<file path="src/rtl/tsm_pkg.sv">
package tsm_pkg;

  localparam int unsigned SEG_W   = 7;
  localparam int unsigned DIGIT_W = 4;

  typedef logic [DIGIT_W-1:0] bcd_t;

  // Active-high segments, bit 0 = a ... bit 6 = g
  function automatic logic [SEG_W-1:0] bcd_to_seg(input bcd_t d);
    logic [SEG_W-1:0] s;
    case (d)
      4'd0:    s = 7'b0111111;
      4'd1:    s = 7'b0000110;
      4'd2:    s = 7'b1011011;
      4'd3:    s = 7'b1001111;
      4'd4:    s = 7'b1100110;
      4'd5:    s = 7'b1101101;
      4'd6:    s = 7'b1111101;
      4'd7:    s = 7'b0000111;
      4'd8:    s = 7'b1111111;
      4'd9:    s = 7'b1101111;
      default: s = 7'b0000000;
    endcase
    return s;
  endfunction

endpackage

</file>
<file path="src/rtl/tsm_debounce.sv">
module tsm_debounce #(
  parameter int unsigned SYNC_STAGES     = 2,
  parameter int unsigned DEBOUNCE_CYCLES = 4
) (
  input  logic clk_i,
  input  logic rst_ni,
  input  logic key_n_i,
  output logic tap_o
);

  localparam int unsigned CW = $clog2(DEBOUNCE_CYCLES + 1);
  localparam logic [CW-1:0] CNT_LAST = CW'(DEBOUNCE_CYCLES - 1);

  logic [SYNC_STAGES-1:0] sync_q, sync_d;
  logic [CW-1:0]          cnt_q, cnt_d;
  logic                   lvl_q, lvl_d;
  logic                   tap_q, tap_d;
  logic                   key_s;

  assign key_s = sync_q[SYNC_STAGES-1];

  always_comb begin
    sync_d = {sync_q[SYNC_STAGES-2:0], key_n_i};
    cnt_d  = cnt_q;
    lvl_d  = lvl_q;
    tap_d  = 1'b0;
    if (key_s != lvl_q) begin
      if (cnt_q == CNT_LAST) begin
        lvl_d = key_s;
        cnt_d = '0;
        tap_d = ~key_s;
      end else begin
        cnt_d = cnt_q + 1'b1;
      end
    end else begin
      cnt_d = '0;
    end
  end

  always_ff @(posedge clk_i or negedge rst_ni) begin
    if (!rst_ni) begin
      sync_q <= '1;
      cnt_q  <= '0;
      lvl_q  <= 1'b1;
      tap_q  <= 1'b0;
    end else begin
      sync_q <= sync_d;
      cnt_q  <= cnt_d;
      lvl_q  <= lvl_d;
      tap_q  <= tap_d;
    end
  end

  assign tap_o = tap_q;

  // a tap comes only with a low debounced level reached from a low synchronized line
  assert_tap_on_low_R2: assert property (@(posedge clk_i) disable iff (!rst_ni)
    tap_q |-> (!lvl_q && $past(!key_s)));

  // the debounced level falls only after the full run of low samples
  assert_fall_after_run_R3: assert property (@(posedge clk_i) disable iff (!rst_ni)
    $fell(lvl_q) |-> ($past(cnt_q) == CNT_LAST));

  // never two taps in adjacent cycles
  assert_tap_single_R2: assert property (@(posedge clk_i) disable iff (!rst_ni)
    tap_q |=> !tap_q);

endmodule

</file>
<file path="src/rtl/tsm_window.sv">
module tsm_window #(
  parameter int unsigned WINDOW_TICKS = 480
) (
  input  logic clk_i,
  input  logic rst_ni,
  input  logic tick_i,
  output logic latch_o,
  output logic clear_o
);

  localparam int unsigned TW = $clog2(WINDOW_TICKS + 1);
  localparam logic [TW-1:0] TICK_LAST = TW'(WINDOW_TICKS - 1);

  logic [TW-1:0] tcnt_q, tcnt_d;
  logic          latch_q, latch_d;
  logic          clear_q, clear_d;

  always_comb begin
    tcnt_d  = tcnt_q;
    latch_d = 1'b0;
    clear_d = latch_q;
    if (tick_i) begin
      if (tcnt_q == TICK_LAST) begin
        tcnt_d  = '0;
        latch_d = 1'b1;
      end else begin
        tcnt_d = tcnt_q + 1'b1;
      end
    end
  end

  always_ff @(posedge clk_i or negedge rst_ni) begin
    if (!rst_ni) begin
      tcnt_q  <= '0;
      latch_q <= 1'b0;
      clear_q <= 1'b0;
    end else begin
      tcnt_q  <= tcnt_d;
      latch_q <= latch_d;
      clear_q <= clear_d;
    end
  end

  assign latch_o = latch_q;
  assign clear_o = clear_q;

  // every clear is preceded by a capture one cycle earlier
  assert_clear_follows_latch_R5: assert property (@(posedge clk_i) disable iff (!rst_ni)
    clear_q |-> $past(latch_q));

  // every capture is followed by a clear
  assert_latch_then_clear_R5: assert property (@(posedge clk_i) disable iff (!rst_ni)
    latch_q |=> clear_q);

endmodule

</file>
<file path="src/rtl/tsm_bcd_count.sv">
module tsm_bcd_count
  import tsm_pkg::*;
#(
  parameter int unsigned DIGITS = 2
) (
  input  logic                    clk_i,
  input  logic                    rst_ni,
  input  logic                    tap_i,
  input  logic                    latch_i,
  input  logic                    clear_i,
  output logic [DIGITS-1:0][DIGIT_W-1:0] value_o
);

  logic [DIGITS-1:0][DIGIT_W-1:0] val_q, val_d, val_inc;
  logic                           pend_q, pend_d;
  logic                           at_max;

  // Saturating decimal increment, ripple carry across digits
  always_comb begin
    logic carry;
    carry   = 1'b1;
    val_inc = val_q;
    at_max  = 1'b1;
    for (int i = 0; i < DIGITS; i++) begin
      if (val_q[i] != 4'd9) at_max = 1'b0;
      if (carry) begin
        if (val_q[i] == 4'd9) begin
          val_inc[i] = '0;
        end else begin
          val_inc[i] = val_q[i] + 1'b1;
          carry      = 1'b0;
        end
      end
    end
  end

  always_comb begin
    val_d  = val_q;
    pend_d = pend_q;
    if (clear_i) begin
      val_d    = '0;
      val_d[0] = {3'b000, pend_q} + {3'b000, tap_i};
      pend_d   = 1'b0;
    end else if (latch_i) begin
      pend_d = tap_i;
    end else if (tap_i && !at_max) begin
      val_d = val_inc;
    end
  end

  always_ff @(posedge clk_i or negedge rst_ni) begin
    if (!rst_ni) begin
      val_q  <= '0;
      pend_q <= 1'b0;
    end else begin
      val_q  <= val_d;
      pend_q <= pend_d;
    end
  end

  assign value_o = val_q;

  // a full counter holds on further taps
  assert_hold_at_max_R6: assert property (@(posedge clk_i) disable iff (!rst_ni)
    (at_max && tap_i && !latch_i && !clear_i) |=> $stable(val_q));

  // every digit stays a decimal digit
  for (genvar g = 0; g < DIGITS; g++) begin : g_dig_chk
    assert_digit_range_R9: assert property (@(posedge clk_i) disable iff (!rst_ni)
      val_q[g] <= 4'd9);
  end

  // a tap taken during capture reaches the count at the clear
  assert_carry_tap_R8: assert property (@(posedge clk_i) disable iff (!rst_ni)
    (latch_i && tap_i && !clear_i) |=> (val_q[0] != 4'd0 || val_d[0] != 4'd0));

endmodule

</file>
<file path="src/rtl/tap_speed_meter.sv">
module tap_speed_meter
  import tsm_pkg::*;
#(
  parameter int unsigned SYNC_STAGES     = 2,
  parameter int unsigned DEBOUNCE_CYCLES = 500000,
  parameter int unsigned WINDOW_TICKS    = 480
) (
  input  logic       clk_i,
  input  logic       rst_ni,
  input  logic       key_n_i,
  input  logic       tick_i,
  output logic [3:0] tens_o,
  output logic [3:0] ones_o,
  output logic [6:0] seg_tens_o,
  output logic [6:0] seg_ones_o
);

  localparam int unsigned DIGITS = 2;

  logic [1:0] rst_sync_q;
  logic       rst_n;
  logic       tap, latch, clear;
  logic [DIGITS-1:0][DIGIT_W-1:0] live_val;
  logic [DIGITS-1:0][DIGIT_W-1:0] disp_q, disp_d;
  logic [DIGITS-1:0][SEG_W-1:0]   seg;

  always_ff @(posedge clk_i or negedge rst_ni) begin
    if (!rst_ni) rst_sync_q <= 2'b00;
    else         rst_sync_q <= {rst_sync_q[0], 1'b1};
  end
  assign rst_n = rst_sync_q[1];

  tsm_debounce #(
    .SYNC_STAGES    (SYNC_STAGES),
    .DEBOUNCE_CYCLES(DEBOUNCE_CYCLES)
  ) u_debounce (
    .clk_i  (clk_i),
    .rst_ni (rst_n),
    .key_n_i(key_n_i),
    .tap_o  (tap)
  );

  tsm_window #(
    .WINDOW_TICKS(WINDOW_TICKS)
  ) u_window (
    .clk_i  (clk_i),
    .rst_ni (rst_n),
    .tick_i (tick_i),
    .latch_o(latch),
    .clear_o(clear)
  );

  tsm_bcd_count #(
    .DIGITS(DIGITS)
  ) u_count (
    .clk_i  (clk_i),
    .rst_ni (rst_n),
    .tap_i  (tap),
    .latch_i(latch),
    .clear_i(clear),
    .value_o(live_val)
  );

  always_comb begin
    disp_d = disp_q;
    if (latch) disp_d = live_val;
  end

  always_ff @(posedge clk_i or negedge rst_n) begin
    if (!rst_n) disp_q <= '0;
    else        disp_q <= disp_d;
  end

  for (genvar g = 0; g < DIGITS; g++) begin : g_seg
    assign seg[g] = bcd_to_seg(disp_q[g]);
  end

  assign ones_o     = disp_q[0];
  assign tens_o     = disp_q[1];
  assign seg_ones_o = seg[0];
  assign seg_tens_o = seg[1];

  // the display only moves on a capture
  assert_disp_steady_R7: assert property (@(posedge clk_i) disable iff (!rst_n)
    !latch |=> $stable(disp_q));

  // a capture takes the running count before any clear
  assert_capture_live_R5: assert property (@(posedge clk_i) disable iff (!rst_n)
    (latch && !clear) |=> (disp_q == $past(live_val)));

endmodule

</file>
<file path="config.mk">
export PLATFORM = sky130hd
export DESIGN_NAME = tap_speed_meter
export DESIGN_NICKNAME = d
export VERILOG_FILES = /design/src/rtl/tsm_pkg.sv /design/src/rtl/tsm_debounce.sv /design/src/rtl/tsm_window.sv /design/src/rtl/tsm_bcd_count.sv /design/src/rtl/tap_speed_meter.sv
export SDC_FILE = /design/constraint.sdc
export NUM_CORES = 1
export LEC_CHECK = 0
export CAP_MARGIN = 0
export CORE_MARGIN = 2
export CORE_UTILIZATION = 35
export DETAILED_ROUTE_END_ITERATION = 7
export PLACE_DENSITY_LB_ADDON = 0.25
export SYNTH_ARGS = -nofsm -noshare
export SYNTH_HDL_FRONTEND = slang
export SYNTH_SLANG_ARGS = --single-unit
</file>
<file path="constraint.sdc">
create_clock -name clk_i -period 3.6 [get_ports clk_i]
set_input_delay 0.72 -clock clk_i [delete_from_list [all_inputs] [get_ports clk_i]]
set_output_delay 0.72 -clock clk_i [all_outputs]
set_load 0.02 [all_outputs]
</file>
### Yosys cells after proc, flatten, opt, wreduce, memory -nomap -nowiden

Memory sizes are Yosys's and may differ from the RTL's.
Index checks and enable logic that the tools add are counted.

| word-level totals | value |
|---|---|
| logic and storage cells | 55 |
| output and inout bits | 22 |
| memory bits (read-only) | 224 |
| input port bits | 4 |
| memories kept | 2 |
| register bits | 53 |

Memory list:

| name | words | width | read ports | clocked after Yosys merged registers in | write ports | RTL line | RTL |
|---|---|---|---|---|---|---|---|
| (name not given) | 16 | 7 | 1 | 0 | 0 | tsm_pkg.sv:11 | `case (d)` |
| (name not given) | 16 | 7 | 1 | 0 | 0 | tsm_pkg.sv:11 |  |

| cells by class | value |
|---|---|
| $add $sub $neg | 5 |
| mux-type cells | 18 |
| equality and inequality tests | 8 |
| reduce and logical (&&, ||, !) cells | 8 |
| bitwise operators | 1 |

Operators by type and width:

| operator | number |
|---|---|
| two-way mux 19 bit | 2 |
| two-way mux 8 bit | 3 |
| adder 19 x 1 -> 19 bit, second input constant | 1 |
| equality test 19 bit, second input constant | 1 |
| two-way mux 4 bit | 3 |
| adder 9 x 1 -> 9 bit, second input constant | 1 |
| equality test 9 bit, second input constant | 1 |
| two-way mux 1 bit | 9 |
| two-way mux 9 bit | 1 |
| adder 4 x 1 -> 4 bit, second input constant | 2 |
| equality test 4 bit, second input constant | 2 |
| != test 4 bit, second input constant | 2 |
| nonzero test 2 bit | 3 |
| AND reduction 2 bit | 2 |
| AND reduction 3 bit | 1 |
| adder 1 x 1 -> 2 bit | 1 |
| != test 2 bit, second input constant | 1 |
| logical AND 1 bit | 1 |
| zero test 1 bit | 1 |
| != test 1 bit | 1 |
| inverter 1 bit | 1 |

### Logic depth before layout (Yosys ltp)

Gate-level depths: netlist of the first run.

| logic depth | value |
|---|---|
| word-level depth | 8 |
| gate-level depth with buffers | 6 |
| depth with buffers taken out | 6 |

### Hierarchy

Synthesis of the first run repeated with hierarchy kept, for this count alone.

| second synthesis, totals | value |
|---|---|
| cells, all modules | 293 |
| area, all modules | 2,891.5 µm² |

By module, submodules not included:

| module | cells each | times used | area each (µm²) |
|---|---|---|---|
| tsm_debounce | 110 | 1 | 1,122.3 |
| tap_speed_meter | 80 | 1 | 726.9 |
| tsm_bcd_count | 57 | 1 | 536.8 |
| tsm_window | 46 | 1 | 505.5 |

### Worst setup path after synthesis of the first run

No wires, ideal clock.

| timing path | value |
|---|---|
| path kind | flip-flop to output port |
| start | register disp_q, in the netlist tens_o[1] |
| end | output seg_tens_o[3] |
| setup slack | 1.388 ns |
| cell stages (with the launch flop) | 5 |
| data arrival time | 1.492 ns |
| buffers on the path | 0 |
| cells stage by stage | dfrtp_1 > inv_1 > ha_1 > inv_1 > o21ai_0 |

| on the way | value |
|---|---|
| cells in the longest elaborated chain, start to end | 1 |

Ends and longest elaborated chain:

| what | RTL line | RTL |
|---|---|---|
| start: declaration | tap_speed_meter.sv:24 | `logic [DIGITS-1:0][DIGIT_W-1:0] disp_q, disp_d;` |
| start signal: assignment | tap_speed_meter.sv:71 | `else disp_q <= disp_d;` |
| memory (16 x 7 bit) | -- |  |
| end: declaration | tap_speed_meter.sv:14 | `output logic [6:0] seg_tens_o,` |

No other way between the ends.

### Worst setup path after layout of the first run

| timing path | value |
|---|---|
| start | register disp_q, in the netlist ones_o[1] |
| end | output seg_ones_o[1] |

| on the way | value |
|---|---|
| cells in the longest elaborated chain, start to end | 1 |

Ends and longest elaborated chain:

| what | RTL line | RTL |
|---|---|---|
| memory (16 x 7 bit) | -- |  |
| end: declaration | tap_speed_meter.sv:15 | `output logic [6:0] seg_ones_o` |

No other way between the ends.

==> results of run 1 <==
==> registers in the layout, summed over array words and instances (netlist names), 2 cells and up <==
| signal | flops |
|---|---|
| u_debounce.cnt_q | 19 |
| ones_o | 4 |
| rst_sync_q | 2 |
| u_window.tcnt_q | 9 |
| tens_o | 4 |
| u_count.value_o | 8 |
| u_debounce.sync_q | 2 |
==> layout by cell type (no fill, tap or decap), types with 8 or more instances in the layout <==
master / synthesis / final
dfrtp_1: 50 / 49
nor2_1: 25 / 25
clkdlybuf4s50_1: 0 / 25
o21ai_0: 19 / 19
inv_1: 18 / 18
xnor2_1: 18 / 18
nand2_1: 17 / 17
ha_1: 17 / 17
nand3_1: 13 / 13
a21oi_1: 10 / 10
o22ai_1: 8 / 8
==> per-layer routing <==
layer  GRT usage [%]  wire, µm
met4           3.986        56
met2           19.11      2166
met5               0         0
met1           16.28      2507
met3           2.889       178
==> worst max-delay path, cell delays in order, from the launching register on <==
cell and delay (ps):
dfrtp_1 490, inv_1 140, ha_1 310, o21ai_0 200
clkdlybuf4s50_1 640
==> power by group through the flow <==
stage / logic, mW / clock network [mW] / registers [mW]
floorplan: 0.0758 / 0 / 0.695
global placement: 0.0983 / 0 / 0.700
detailed placement: 0.0999 / 0 / 0.701
CTS: 0.100 / 0.381 / 0.690
global route: 0.115 / 0.400 / 0.699
finish: 0.0974 / 0.361 / 0.690
==> logic make-up after synthesis <==
logic type               Yosys count  share of synthesized area [%]
buffers and inverters             27                          3.776
flip-flops                        53                          47.22
multiplexers                       9                          3.598
AO/OA/AOI/OAI                     50                          11.20
adder cells (fa/ha/maj)           17                          7.552
AND/OR/NAND/NOR                   99                          19.37
other                              1                         0.1331
XOR/XNOR                          23                          7.152
==> final timing paths <==
kind | depth (start not counted) | endpoint
worst max register to register | 4 | u_debounce.cnt_q[11]
worst max-delay path | 4 | seg_ones_o[1]
min in group clk_i | 0 | u_debounce.sync_q[1]
worst min-delay path | 0 | u_debounce.cnt_q[0]
max in group asynchronous | 1 | u_debounce.sync_q[1]
worst min register to register | 0 | u_debounce.cnt_q[0]
==> through the flow <==
| stage | setup slack (ps) | instances |
|---|---|---|
| after detailed placement | 1106 | 398 |
| after global placement | 1138 | 398 |
| after global routing | 616.7 | 406 |
| after floorplan | 1388 | 279 |
| after CTS | 770.8 | 406 |
| final | 788.6 | 406 |
==> area by class of cell <==
cell class,count,area (µm²),area share [%]
Multi-Input combinational cell,199,1380,42.29
Sequential cell,53,1331,40.80
Timing Repair Buffer,26,257.7,7.899
Tap cell,102,127.6,3.911
Clock buffer,6,82.58,2.531
Inverter,18,67.56,2.071
Clock inverter,2,16.27,0.4985
==> flow_metrics.tcl, run 1 <==
set metrics [dict create \
    worstPathMaxFanout 8 \
    grt_max_degree 35 \
    ys.flop_type "dfrtp_1" \
    critPathLaunch "ones_o[1]" \
    p_leak_nw 1.366 \
    post-route-period-util_pct 78.09 \
    drt_iter0_drc 94 \
    yosys.area.top_type "dfrtp_1" \
    crit_type "reg -> out" \
    fin_setup_tns_ps 0 \
    cts_buffers 5 \
    vdd_drop_max_uv 222.1 \
    final.fill_count 792 \
    synthArstFlopShare_pct 100.0 \
    outcome "finished, final reports clean" \
    cts_tree "yes" \
    vias 2012 \
    wl_um 4909 \
    area_growth_pct 15.86 \
    insertion_delay_ps 310 \
    cts.clk_slew.worst_paths_ps 110 \
    power_frac_comb_pct 8.5 \
    switching_share_pct 26.28 \
    p_per_area_nw_per_um2 351.9 \
    cts-root-buf "clkbuf_8" \
    fin_worst_skew_ps 15.82 \
    io_pins 26 \
    rrSetupSlack_ps 1410 \
    htree_levels 2 \
    port_buffers 25 \
    fmax_ghz 0.3557 \
    grt_pass1_wl_um 8521 \
    syn_area_um2 2816 \
    final_util_pct 42.01 \
    coreArea_um2 7767 \
    ys_types 47 \
    antenna_found_initial 0 \
    worst_pin_slew_ps 980.2 \
    final_cell_area_um2 3263 \
    cts_resized 0 \
    die_w_um 93.71 \
    postCtsSetupBuffers 0 \
    globalRoute.totalOverflow 0 \
    power_switching_mw 0.3017 \
    relSlewSlack_pct 34.43 \
    intPower_mw 0.8466 \
    drtPass1Iterations 4 \
    crit_required_ps 2880 \
    rsz0062_at_grt "false" \
    clk_path_buf_depth 2 \
    drive_above_1_share_pct 9.868 \
    fin_crit_ps 2811 \
    gp_congestion 0.7176 \
    hpwlAfterDp_um 3447 \
    synth_top_area_share_pct 44.42 \
    synth_edf_count 0 \
    num-nets-final 324 \
    hold_viol_final 0 \
    grt_usage_pct 12.07 \
    route.detailed.drc 0 \
    syn_avg_cell_area_um2 10.09 \
    cp-end-kind "output pin" \
    synth.area.top_cells "dfrtp_1 (44%), ha_1 (7.6%), xnor2_1 (5.6%)" \
    routedWlPerCell_um 12.09 \
    p_total_mw 1.148 \
    netlist_instances 279 \
    hp-class "reg -> async" \
    grt_pass1_vias 1844 \
    die_h_um 93.71 \
    yosysSeqAreaShare_pct 47.22 \
    place_area_um2 3164 \
    maxCapViolations 0 \
    clkPwrFrac_pct 31.4 \
    ant_nets 0 \
    std_cell_rows 32 \
    antenna_cells 0 \
    die-area_um2 8781 \
    arrival_ps 2090 \
    cts.sinks 53 \
    viasPerCell 4.956 \
    critPathLaunchType "flop" \
    worst_r2r_startpoint "u_debounce.cnt_q[0]" \
    p_seq_share_pct 60.1 \
    slew_viol_final 0 \
    syn-num-nets 300 \
    yosysWarnings 0 \
    synth_most_common_cell "dfrtp_1" \
    synthTopCellsByCount "dfrtp_1 (50), nor2_1 (25), o21ai_0 (19)" \
    cts-hold-fix-buffers 0 \
    ys_ff_latch 53 \
    hold_ws_ps 202.8 \
    initial_core_util_pct 36.26 \
    final-setup-viol-count 0 \
]
Power figures use the tool's default switching activity.
==> inputs of run 2 (changes only) <==
==> constraint.sdc (replaced) <==
create_clock -name clk_i -period 2.6 [get_ports clk_i]
set_input_delay 0.52 -clock clk_i [delete_from_list [all_inputs] [get_ports clk_i]]
set_output_delay 0.52 -clock clk_i [all_outputs]
set_load 0.02 [all_outputs]
==> flow_metrics.tcl, run 2 (same netlist as run 1, synthesis figures left out) <==
set metrics [dict create \
    outcome "finished, final reports clean" \
    viasPerCell 4.890 \
    postCtsSetupBuffers 0 \
    wl_um 4891 \
    die_h_um 93.71 \
    crit_type "reg -> out" \
    switching_share_pct 24.52 \
    drt_iter0_drc 95 \
    reg2regPathDepth 4 \
    final_cell_mix "dfrtp_1 (47), nor2_1 (25), clkdlybuf4s50_1 (20)" \
    drtPass1Iterations 4 \
    fmax_ghz 0.4059 \
    num-nets-final 328 \
    use_met3_pct 2.729 \
    rr_endpoint "u_debounce.lvl_q" \
    critical_path_buf_inv_count 2 \
    insertion_delay_ps 300 \
    slew_viol_final 0 \
    cts_buffers 5 \
    worst_r2r_startpoint "u_debounce.cnt_q[0]" \
    gp_congestion 0.7523 \
    p_seq_share_pct 58.1 \
    cp-end-kind "output pin" \
    cts.clk_slew.worst_paths_ps 100 \
    intPower_mw 1.245 \
    antenna_found_initial 0 \
    worst-path-stages 4 \
    arrival_ps 1940 \
    std_cell_rows 32 \
    coreArea_um2 7767 \
    routedWlPerCell_um 11.93 \
    rrSetupSlack_ps 650 \
    path_delay_family "buffers and inverters" \
    critPathLaunchType "flop" \
    clkPwrFrac_pct 33.7 \
    place_area_um2 3194 \
    instances_no_fill 410 \
    cp_cell_sequence "inv_1 -> ha_1 -> o21ai_0 -> clkdlybuf4s50_1" \
    p_per_area_nw_per_um2 496.6 \
    cts-root-buf "clkbuf_8" \
    antenna_cells 0 \
    top_usage_layer "met2" \
    grt.met2_usage_pct 19.82 \
    dpl.cell_count 402 \
    die-area_um2 8781 \
    use_met1_pct 16.37 \
    layout_commonest_cell "dfrtp_1" \
    grt_usage_pct 12.32 \
    worstPathMaxFanout 8 \
    clk_path_buf_depth 2 \
    critPathSlowestCell "clkdlybuf4s50_1" \
    final-setup-viol-count 0 \
    vdd_drop_max_uv 299.4 \
    hp-class "reg -> async" \
    htree_levels 2 \
    ant_nets 0 \
    hold_viol_final 0 \
    worst_pin_slew_ps 636.1 \
    fin_setup_tns_ps 0 \
    cts_tree "yes" \
    p_leak_nw 1.429 \
    endpoint "seg_tens_o[1]" \
    cpPeakStageDelay_ps 630 \
    area_growth_pct 17.90 \
    fin_crit_ps 2464 \
    relSlewSlack_pct 57.59 \
    rsz0062_at_grt "false" \
    die_w_um 93.71 \
    power_switching_mw 0.4044 \
    hold_ws_ps 298.8 \
    power_frac_comb_pct 8.2 \
    port_buffers 25 \
    cts-hold-fix-buffers 0 \
    crit_required_ps 2080 \
    maxCapViolations 0 \
    final_util_pct 42.75 \
    hpwlAfterDp_um 3483 \
    drive_above_1_share_pct 11.36 \
    grt_max_degree 31 \
    route.detailed.drc 0 \
    fin_worst_skew_ps 11.76 \
    initial_core_util_pct 36.26 \
    cts.sinks 53 \
    final_cell_area_um2 3321 \
    vias 2005 \
    grt_pass1_wl_um 8859 \
    largest_reg_flops 19 \
    io_pins 26 \
    grt_pass1_vias 1956 \
    post-route-period-util_pct 94.76 \
    largest-register "u_debounce.cnt_q" \
    globalRoute.totalOverflow 0 \
    critPathLaunch "tens_o[1]" \
]
run 2: cell count changes in the layout (fill, tap and decap cells not counted), moves of 2 or more:
cell / before / now
clkdlybuf4s50_1: 25 / 20
buf_4: 1 / 5
dfrtp_2: 1 / 3
dlymetal6s2s_1: 0 / 5
dfrtp_1: 49 / 47
run 2: worst min path at each step:
stage                                to          start  cells past startpoint
floorplan                 rst_sync_q[0]         rst_ni                      0
detailed placement   u_window.tcnt_q[0]  rst_sync_q[1]                      0
global placement    u_debounce.cnt_q[1]  rst_sync_q[1]                      0
global route              rst_sync_q[0]         rst_ni                      1
finish              u_debounce.cnt_q[1]  rst_sync_q[1]                      0
CTS                 u_debounce.cnt_q[1]  rst_sync_q[1]                      0
run 2: metrics by stage:
stage | power, mW | setup WS, ps
3_3_place_gp | 1.106 | 399.5
5_1_grt | 1.745 | 1.233
4_1_cts | 1.679 | 0.1992
3_5_place_dp | 1.113 | 356.4
2_1_floorplan | 1.067 | 587.7
6_report | 1.649 | 136.3
run 2: area by class of cell:
cell class,count,area (µm²)
clock buffers,6,72.57
multi-input cells,199,1380
well taps,102,127.6
inverters,18,67.56
flip-flops and latches,53,1334
repair buffers,30,300.3
clock inverters,2,38.79
fillers,783,4447
run 2: power groups by stage:
| stage | sequential [mW] | clock, mW | combinational (mW) |
|---|---|---|---|
| global route | 0.972 | 0.614 | 0.159 |
| CTS | 0.960 | 0.580 | 0.138 |
| global placement | 0.974 | 0 | 0.132 |
| finish | 0.958 | 0.556 | 0.135 |
| detailed placement | 0.977 | 0 | 0.136 |
| floorplan | 0.962 | 0 | 0.105 |
run 2: metal layers:
metal | vias up | wire length (µm)
li1 | 1018 | -
met1 | 947 | 2433
met2 | 35 | 2187
met3 | 5 | 197
met4 | 0 | 72
met5 | - | 0
run 2: what timing repair did:
action | in CTS | in global routing
endpoints found under the setup margin | 0 | 8
endpoints found under the hold margin | 0 | 0
gates resized for setup | 0 | 7
==> inputs of run 3 (changes only) <==
--- a/config.mk
+++ b/config.mk
@@ -9,7 +9,9 @@
 export CORE_MARGIN = 2
 export CORE_UTILIZATION = 35
 export DETAILED_ROUTE_END_ITERATION = 7
+export HOLD_SLACK_MARGIN = 0.12
 export PLACE_DENSITY_LB_ADDON = 0.25
+export SKIP_CTS_REPAIR_TIMING = 1
 export SYNTH_ARGS = -nofsm -noshare
 export SYNTH_HDL_FRONTEND = slang
 export SYNTH_SLANG_ARGS = --single-unit
==> results of run 3 <==
The final DEF is identical to that of run 2; final timing and power are the same.
